File: config.mk
export PLATFORM = sky130hd
export DESIGN_NAME = cc_timer_core
export DESIGN_NICKNAME = d
export VERILOG_FILES = /design/src/rtl/tmr_pkg.sv /design/src/rtl/tmr_divider.sv /design/src/rtl/tmr_counter.sv /design/src/rtl/tmr_channel.sv /design/src/rtl/cc_timer_core.sv
export SDC_FILE = /design/constraint.sdc
export NUM_CORES = 1
export LEC_CHECK = 0
export BUFFER_PORTS_ARGS = -buffer_cell sky130_fd_sc_hd__buf_2
export CORE_MARGIN = 3
export CORE_UTILIZATION = 60
export DETAILED_ROUTE_END_ITERATION = 6
export PLACE_DENSITY = 0.78
export SETUP_SLACK_MARGIN = 0.05
export SLEW_MARGIN = 20
export SYNTH_ARGS = -nofsm -noshare
export SYNTH_HDL_FRONTEND = slang
export SYNTH_SLANG_ARGS = --single-unit
File: constraint.sdc
create_clock -name clk -period 4 [get_ports clk]
set_input_delay 0.4 -clock clk [delete_from_list [all_inputs] [get_ports clk]]
set_output_delay 0.4 -clock clk [all_outputs]
set_load 0.05 [all_outputs]
File: src/rtl/tmr_pkg.sv
package tmr_pkg;

    localparam int NCH    = 2;
    localparam int ADDR_W = 4;

    // event command bit positions (decoded by neighbouring logic)
    localparam int EV_UPD   = 0;
    localparam int EV_CH0   = 1;
    localparam int EV_TRG   = 6;
    // status bit positions
    localparam int ST_UPD   = 0;
    localparam int ST_CH0   = 1;
    localparam int ST_TRG   = 6;
    localparam int ST_OVC0  = 9;

    typedef enum logic [ADDR_W-1:0] {
        RA_CTRL  = 4'd0,
        RA_IEN   = 4'd1,
        RA_STAT  = 4'd2,
        RA_EVCMD = 4'd3,
        RA_CHCFG = 4'd4,
        RA_DIV   = 4'd5,
        RA_LIMIT = 4'd6,
        RA_COUNT = 4'd7,
        RA_VAL0  = 4'd8,
        RA_VAL1  = 4'd9
    } reg_addr_e;

    typedef struct packed {
        logic       preload;
        logic [1:0] sel;
    } ch_cfg_t;

    function automatic logic cfg_is_input(ch_cfg_t c);
        return c.sel != 2'b00;
    endfunction

    function automatic ch_cfg_t cfg_from_byte(logic [7:0] b);
        ch_cfg_t c;
        c.sel     = b[1:0];
        c.preload = b[3];
        return c;
    endfunction

    function automatic logic [7:0] cfg_to_byte(ch_cfg_t c);
        return {4'b0000, c.preload, 1'b0, c.sel};
    endfunction

endpackage

File: src/rtl/tmr_divider.sv
module tmr_divider #(
    parameter int W = 16
) (
    input  logic         clk,
    input  logic         rst,
    input  logic         run,
    input  logic         restart,
    input  logic [W-1:0] ratio,
    output logic         step
);
    logic [W-1:0] phase;

    assign step = run && !restart && (phase >= ratio);

    always_ff @(posedge clk) begin
        if (rst)            phase <= '0;
        else if (restart)   phase <= '0;
        else if (run) begin
            if (phase >= ratio) phase <= '0;
            else                phase <= phase + 1'b1;
        end
    end

    // a forced restart leaves the divider phase at zero
    p_phase_restart_r4: assert property (@(posedge clk) disable iff (rst)
        restart |=> phase == '0);

    // the phase holds while counting is stopped
    p_phase_hold_r2: assert property (@(posedge clk) disable iff (rst)
        (!run && !restart) |=> $stable(phase));

endmodule

File: src/rtl/tmr_counter.sv
module tmr_counter #(
    parameter int W = 16
) (
    input  logic         clk,
    input  logic         rst,
    input  logic         step,
    input  logic         force_zero,
    input  logic         load,
    input  logic [W-1:0] load_val,
    input  logic [W-1:0] limit,
    output logic [W-1:0] value,
    output logic [W-1:0] value_next,
    output logic         advancing,
    output logic         wrap
);
    assign advancing = step && !force_zero && !load;
    assign wrap      = advancing && (value >= limit);

    always_comb begin
        if (force_zero)     value_next = '0;
        else if (load)      value_next = load_val;
        else if (wrap)      value_next = '0;
        else if (advancing) value_next = value + 1'b1;
        else                value_next = value;
    end

    always_ff @(posedge clk) begin
        if (rst) value <= '0;
        else     value <= value_next;
    end

    // a step at the limit returns the counter to zero
    p_wrap_zero_r3: assert property (@(posedge clk) disable iff (rst)
        wrap |=> value == '0);

    // a forced update zeroes the counter
    p_force_zero_r4: assert property (@(posedge clk) disable iff (rst)
        force_zero |=> value == '0);

    // a step below the limit adds exactly one
    p_step_one_r2: assert property (@(posedge clk) disable iff (rst)
        (advancing && value < limit) |=> value == $past(value) + 1'b1);

endmodule

File: src/rtl/tmr_channel.sv
module tmr_channel
    import tmr_pkg::*;
#(
    parameter int W = 16
) (
    input  logic         clk,
    input  logic         rst,
    input  ch_cfg_t      cfg,
    input  logic         pin,
    input  logic [W-1:0] cnt,
    input  logic [W-1:0] cnt_next,
    input  logic         cnt_adv,
    input  logic         force_evt,
    input  logic         upd_evt,
    input  logic         wr_val,
    input  logic [W-1:0] wdata,
    input  logic         flag_now,
    output logic [W-1:0] val_active,
    output logic         flag_set,
    output logic         ovc_set
);
    logic         s1, s2, s3;
    logic         rise;
    logic         is_in;
    logic         capture;
    logic         match;
    logic [W-1:0] val_pend;

    always_ff @(posedge clk) begin
        if (rst) begin
            s1 <= 1'b0;
            s2 <= 1'b0;
            s3 <= 1'b0;
        end else begin
            s1 <= pin;
            s2 <= s1;
            s3 <= s2;
        end
    end

    assign rise     = s2 && !s3;
    assign is_in    = cfg_is_input(cfg);
    assign capture  = is_in && (force_evt || rise);
    assign match    = !is_in && cnt_adv && (cnt_next == val_active);
    assign flag_set = capture || match || (!is_in && force_evt);
    assign ovc_set  = capture && flag_now;

    always_ff @(posedge clk) begin
        if (rst) begin
            val_pend   <= '0;
            val_active <= '0;
        end else begin
            if (wr_val) val_pend <= wdata;
            if (capture)                       val_active <= cnt;
            else if (wr_val && !cfg.preload)   val_active <= wdata;
            else if (upd_evt && cfg.preload)   val_active <= val_pend;
        end
    end

    // a capture stores the counter seen in that cycle
    p_capture_value_r9: assert property (@(posedge clk) disable iff (rst)
        capture |=> val_active == $past(cnt));

    // an output-mode forced event alone never changes the stored value
    p_out_force_keeps_r8: assert property (@(posedge clk) disable iff (rst)
        (!is_in && force_evt && !wr_val && !upd_evt) |=> $stable(val_active));

    // with preload on, a write alone does not reach the active value
    p_preload_defer_r5: assert property (@(posedge clk) disable iff (rst)
        (cfg.preload && wr_val && !capture && !upd_evt) |=> $stable(val_active));

endmodule

File: src/rtl/cc_timer_core.sv
module cc_timer_core
    import tmr_pkg::*;
#(
    parameter int W = 16
) (
    input  logic              clk,
    input  logic              rst,
    input  logic              bus_wr,
    input  logic [ADDR_W-1:0] bus_addr,
    input  logic [W-1:0]      bus_wdata,
    output logic [W-1:0]      bus_rdata,
    input  logic [NCH-1:0]    cap_in,
    output logic              irq
);
    localparam int ST_CH_TOP = ST_CH0 + NCH - 1;

    logic           run_q;
    logic [6:0]     ien_q;
    logic           upd_f, trg_f;
    logic [NCH-1:0] ch_f, ovc_f;
    ch_cfg_t        cfg_q [NCH];
    logic [W-1:0]   div_q, limit_q;

    logic           wr_ctrl, wr_ien, wr_stat, wr_cmd, wr_cfg, wr_div, wr_lim, wr_cnt;
    logic           f_upd, f_trg;
    logic [NCH-1:0] f_ch, wr_val;
    logic           step, adv, wrap, upd_evt;
    logic [W-1:0]   cnt, cnt_next;
    logic [NCH-1:0] ch_set, ch_ovc;
    logic [W-1:0]   val [NCH];

    assign wr_ctrl = bus_wr && (bus_addr == RA_CTRL);
    assign wr_ien  = bus_wr && (bus_addr == RA_IEN);
    assign wr_stat = bus_wr && (bus_addr == RA_STAT);
    assign wr_cmd  = bus_wr && (bus_addr == RA_EVCMD);
    assign wr_cfg  = bus_wr && (bus_addr == RA_CHCFG);
    assign wr_div  = bus_wr && (bus_addr == RA_DIV);
    assign wr_lim  = bus_wr && (bus_addr == RA_LIMIT);
    assign wr_cnt  = bus_wr && (bus_addr == RA_COUNT);

    assign f_upd   = wr_cmd && bus_wdata[EV_UPD];
    assign f_trg   = wr_cmd && bus_wdata[EV_TRG];
    assign upd_evt = f_upd || wrap;

    tmr_divider #(.W(W)) u_div (
        .clk     (clk),
        .rst     (rst),
        .run     (run_q),
        .restart (f_upd),
        .ratio   (div_q),
        .step    (step)
    );

    tmr_counter #(.W(W)) u_cnt (
        .clk        (clk),
        .rst        (rst),
        .step       (step),
        .force_zero (f_upd),
        .load       (wr_cnt),
        .load_val   (bus_wdata),
        .limit      (limit_q),
        .value      (cnt),
        .value_next (cnt_next),
        .advancing  (adv),
        .wrap       (wrap)
    );

    for (genvar i = 0; i < NCH; i++) begin : g_ch
        assign f_ch[i]   = wr_cmd && bus_wdata[EV_CH0 + i];
        assign wr_val[i] = bus_wr && (bus_addr == ADDR_W'(RA_VAL0 + i));

        tmr_channel #(.W(W)) u_ch (
            .clk        (clk),
            .rst        (rst),
            .cfg        (cfg_q[i]),
            .pin        (cap_in[i]),
            .cnt        (cnt),
            .cnt_next   (cnt_next),
            .cnt_adv    (adv),
            .force_evt  (f_ch[i]),
            .upd_evt    (upd_evt),
            .wr_val     (wr_val[i]),
            .wdata      (bus_wdata),
            .flag_now   (ch_f[i]),
            .val_active (val[i]),
            .flag_set   (ch_set[i]),
            .ovc_set    (ch_ovc[i])
        );

        always_ff @(posedge clk) begin
            if (rst) begin
                ch_f[i]  <= 1'b0;
                ovc_f[i] <= 1'b0;
                cfg_q[i] <= '0;
            end else begin
                ch_f[i]  <= (wr_stat ? (ch_f[i] && bus_wdata[ST_CH0 + i]) : ch_f[i]) || ch_set[i];
                ovc_f[i] <= (wr_stat ? (ovc_f[i] && bus_wdata[ST_OVC0 + i]) : ovc_f[i]) || ch_ovc[i];
                if (wr_cfg) cfg_q[i] <= cfg_from_byte(bus_wdata[8*i +: 8]);
            end
        end

        // a capture onto a set flag raises the overcapture flag
        p_ovc_raise_r10: assert property (@(posedge clk) disable iff (rst)
            ch_ovc[i] |=> ovc_f[i]);
    end

    always_ff @(posedge clk) begin
        if (rst) begin
            run_q   <= 1'b0;
            ien_q   <= '0;
            upd_f   <= 1'b0;
            trg_f   <= 1'b0;
            div_q   <= '0;
            limit_q <= '0;
        end else begin
            if (wr_ctrl) run_q   <= bus_wdata[0];
            if (wr_ien)  ien_q   <= bus_wdata[6:0];
            if (wr_div)  div_q   <= bus_wdata;
            if (wr_lim)  limit_q <= bus_wdata;
            upd_f <= (wr_stat ? (upd_f && bus_wdata[ST_UPD]) : upd_f) || upd_evt;
            trg_f <= (wr_stat ? (trg_f && bus_wdata[ST_TRG]) : trg_f) || f_trg;
        end
    end

    assign irq = (upd_f && ien_q[ST_UPD]) || (trg_f && ien_q[ST_TRG])
               || |(ch_f & ien_q[ST_CH_TOP:ST_CH0]);

    always_comb begin
        bus_rdata = '0;
        case (reg_addr_e'(bus_addr))
            RA_CTRL:  bus_rdata[0] = run_q;
            RA_IEN:   bus_rdata[6:0] = ien_q;
            RA_STAT: begin
                bus_rdata[ST_UPD]                  = upd_f;
                bus_rdata[ST_TRG]                  = trg_f;
                bus_rdata[ST_CH_TOP:ST_CH0]        = ch_f;
                bus_rdata[ST_OVC0 +: NCH]          = ovc_f;
            end
            RA_CHCFG: begin
                for (int i = 0; i < NCH; i++) bus_rdata[8*i +: 8] = cfg_to_byte(cfg_q[i]);
            end
            RA_DIV:   bus_rdata = div_q;
            RA_LIMIT: bus_rdata = limit_q;
            RA_COUNT: bus_rdata = cnt;
            RA_VAL0:  bus_rdata = val[0];
            RA_VAL1:  bus_rdata = val[1];
            default:  bus_rdata = '0;
        endcase
    end

    // a forced trigger always leaves the trigger flag set
    p_trg_set_r7: assert property (@(posedge clk) disable iff (rst)
        f_trg |=> trg_f);

    // every update event sets the update flag
    p_upd_flag_r3: assert property (@(posedge clk) disable iff (rst)
        upd_evt |=> upd_f);

    // an enabled trigger flag drives the interrupt
    p_irq_trg_r7: assert property (@(posedge clk) disable iff (rst)
        (trg_f && ien_q[ST_TRG]) |-> irq);

    // a status write with the trigger bit clear and no new trigger drops the flag
    p_stat_clear_r13: assert property (@(posedge clk) disable iff (rst)
        (wr_stat && !bus_wdata[ST_TRG] && !f_trg) |=> !trg_f);

endmodule

==> results_dict.tcl <==
set metrics [dict create \
    detailedRoute.firstIterationViolations 1294 \
    peakVddDrop_mv 0.412 \
    clock_tree.htree_level_count 4 \
    placeableCoreArea_sq_um 14600 \
    power_leakage_nw 3.91 \
    crit_path_top_delay_cell "sky130_fd_sc_hd__dfxtp_1" \
    gp_routability_congestion 1.09 \
    antenna_left 0 \
    count_of_endpoints_failing_setup_in_the_final_report 0 \
    ctsHoldBuffers 0 \
    antenna_found_initial 0 \
    synth-simple-area-share 0.228 \
    layout-drive-gt1-share 0.109 \
    worstHoldPathType "in -> reg" \
    port_buffers 41 \
    areaGrowthSynthToFinish_pct 10.5 \
    cts.sinks 154 \
    tritoncts "yes" \
    r2r_slack_ns 0.31 \
    ys_seq_area_frac 0.351 \
    final_hold_viol_count 0 \
    die_x_um 128 \
    rows 44 \
    diodes 0 \
    pre_cts_setup_slack_ns 0.323 \
    outcome "completed" \
    max_slew_margin 0.372 \
    fillCellCount 1273 \
    mappedNetlistNets 1234 \
    maxSlewViolCount 0 \
    critical_path_required_ns 4.34 \
    crit_path_cells "inv_1 -> ha_1 -> nor2_1 -> a21oi_1 -> o41a_1 -> o21a_1 -> o211a_4 -> o32ai_2 -> xnor2_1 -> o2111ai_1 -> nor4_1 -> o2111ai_1 -> o41ai_2" \
    overall_die_area_sq_um 16400 \
    cts-root-buf "sky130_fd_sc_hd__clkbuf_16" \
    grt.total_usage 0.385 \
    vias_in_the_first_global_route 8395 \
    timing.clock.skew_ns 0.0228 \
    rsz_0062_raised_after_global_routing "no" \
    drc_violations 0 \
    overflow 0 \
    totalPowerFinal_w 0.00365 \
    synth_edf_count 6 \
    design.portCount 42 \
    tritoncts.num_buffers 17 \
    drt-wirelength-per-cell_um 22.9 \
    timing_worst_setup_path_type "reg -> reg" \
    synth_area_per_cell_sq_um 7.62 \
    fin_ws_ns 0.312 \
    timing.critical_path.from_type "flop" \
    grt_start_max_net_pins 81 \
    cp_slowest_stage_delay_ns 0.53 \
    muxShareOfSynthArea 0.0415 \
    ys_ff_latch 154 \
    postSynthCellCount 1175 \
    final-instance-count-excl-fill 1375 \
    max-cap-violations 0 \
    worst-endpoint-arrival_ns 4.03 \
    drt-vias-per-instance 6.57 \
    routed_wirelength_mm 31.4 \
    synth_async_sr_flop_share 0 \
    fp.dieH_um 128 \
    yosys.area_share.xor_xnor 0.0343 \
    vias 9030 \
    placedCellCount 1344 \
    post-route-period-util 0.922 \
    place_hpwl_mm 22.7 \
    yosysWarningCount 0 \
    worstSkewPairLatency_ns 0.44 \
    synth_compound_gate_area_share 0.233 \
    setup_tns_ns 0 \
    synth_fa_ha_area_frac 0.0475 \
    cpMostUsedCell "sky130_fd_sc_hd__o2111ai_1" \
    synth_top_family_by_area "compound AO/OA/AOI/OAI gates" \
    initial_utilization 0.613 \
    dr.pass1.iters 6 \
    cts.path.max_buffers 2 \
    timing.fmax_mhz 271 \
    finish.net_count 1238 \
    synth-main-ff-cell "sky130_fd_sc_hd__dfxtp_1" \
    clkTransAtPathRegs_ns 0.07 \
    final_period_minus_worst_setup_slack_ns 3.69 \
    crit_path_max_fanout 10 \
    utilization_after_layout 0.678 \
    p_per_area_nw_per_um2 369 \
    synthDistinctLibCells 78 \
    wire_length_of_the_first_global_routing_pass_mm 48.4 \
    cell_area_after_technology_mapping_sq_um 8950 \
    worst-slew-pin-transition_ns 0.934 \
    worstSetupEndpointType "flop" \
]
==> cells in the final DEF (no fill, tap or decap), drive strengths merged, types with 4 or more instances in the layout <==
cell type	instances
and2	10
dfxtp	148
edfxtp	6
a222oi	9
xnor2	19
nand3	31
nand2	203
a21o	5
mux2i	36
a21oi	132
a22oi	41
or3	4
nor2b	8
inv	61
nor3	21
and3	16
nand2b	11
buf	74
nor4	11
ha	34
clkbuf	19
a211oi	35
o211ai	4
xor2	16
o21ai	32
a2111oi	4
nor2	125
nand4	10
o22ai	10
==> synthesized netlist by cell type, drive strengths merged, types with 4 or more instances <==
cell | instances | area, sq um
nand2 | 203 | 764
dfxtp | 148 | 2960
a21oi | 132 | 676
nor2 | 125 | 482
clkbuf | 72 | 270
inv | 56 | 210
a22oi | 41 | 328
mux2i | 36 | 360
a211oi | 35 | 263
ha | 34 | 425
o21ai | 32 | 164
nand3 | 31 | 155
nor3 | 21 | 121
xnor2 | 19 | 166
buf | 17 | 96.3
and3 | 16 | 100
xor2 | 16 | 140
nand2b | 11 | 68.8
nor4 | 11 | 68.8
and2 | 10 | 63.8
nand4 | 10 | 68.8
o22ai | 10 | 62.6
a222oi | 9 | 90.1
nor2b | 8 | 50.1
edfxtp | 6 | 180
a21o | 5 | 37.5
a2111oi | 4 | 41.3
o211ai | 4 | 35.0
or3 | 4 | 25.0
==> path summary, 6_finish.rpt <==
kind,from,endpoint,depth (start not counted)
min reg2reg,g_ch[1].u_ch.s1,g_ch[1].u_ch.s2,1
min,cap_in[0],g_ch[0].u_ch.s1,2
max reg2reg,u_cnt.value[0],ch_f[0],13
max,u_cnt.value[0],ch_f[0],13
==> worst max-delay path, delay by kind of cell, from the launching register on <==
kind            cells  cell delay (ns)
xor+xnor            1             0.16
buf+inv             1             0.12
fa+ha+maj           1             0.29
simple gates        2             0.41
compound gates      8             2.05
flops               1             0.53
==> per-layer routing <==
| layer | part of all wire | up-vias | GRT usage | wire length, um |
|---|---|---|---|---|
| li1 | - | 4145 | - | - |
| met1 | 0.40 | 4134 | 0.527 | 12500 |
| met2 | 0.43 | 643 | 0.570 | 13400 |
| met3 | 0.13 | 108 | 0.105 | 4150 |
| met4 | 0.043 | 0 | 0.164 | 1340 |
| met5 | 0 | - | 0 | 0 |
==> cells by family after synthesis <==
family                   after synthesis
XOR/XNOR                              35
buffers and inverters                145
adder cells (fa/ha/maj)               34
AND/OR/NAND/NOR                      459
AO/OA/AOI/OAI                        311
multiplexers                          37
flip-flops                           154
==> where the power goes <==
part           total [W]  internal [W]  switching, W
Clock            0.00171       0.00102      0.000689
Sequential       0.00160       0.00157     0.0000297
Combinational   0.000343     0.0000984      0.000245
==> what timing repair did <==
action,in CTS,in global routing
endpoints found under the setup margin,0,1
gates resized for setup,0,1
setup buffers,0,0
==> state kept, by name (all words and copies together) (netlist names), 2 cells and up <==
name,count
cfg_q,6
g_ch.u_ch.s3,2
div_q,16
g_ch.u_ch.val_pend,32
limit_q,16
ien_q,7
ch_f,2
g_ch.u_ch.s1,2
u_div.phase,16
g_ch.u_ch.val_active,32
ovc_f,2
g_ch.u_ch.s2,2
u_cnt.value,16
==> layout make-up <==
class                      instances  area (sq um)  share of cell area
timing repair buffer              74           455              0.0460
multi-input combinational        876          5240               0.530
clock buffer                      19           453              0.0458
sequential                       154          3140               0.318
clock inverter                    12           161              0.0163
tap                              184           230              0.0233
inverter                          56           210              0.0213
==> metrics by stage <==
stage               hold slack, ns  instance area (sq um)
CTS                          0.173                   9890
detailed placement           0.431                   9270
finish                       0.181                   9890
floorplan                    0.414                   8950
global route                 0.181                   9890
global placement             0.419                   9270
Note: power is estimated with default switching activity, not from simulation.
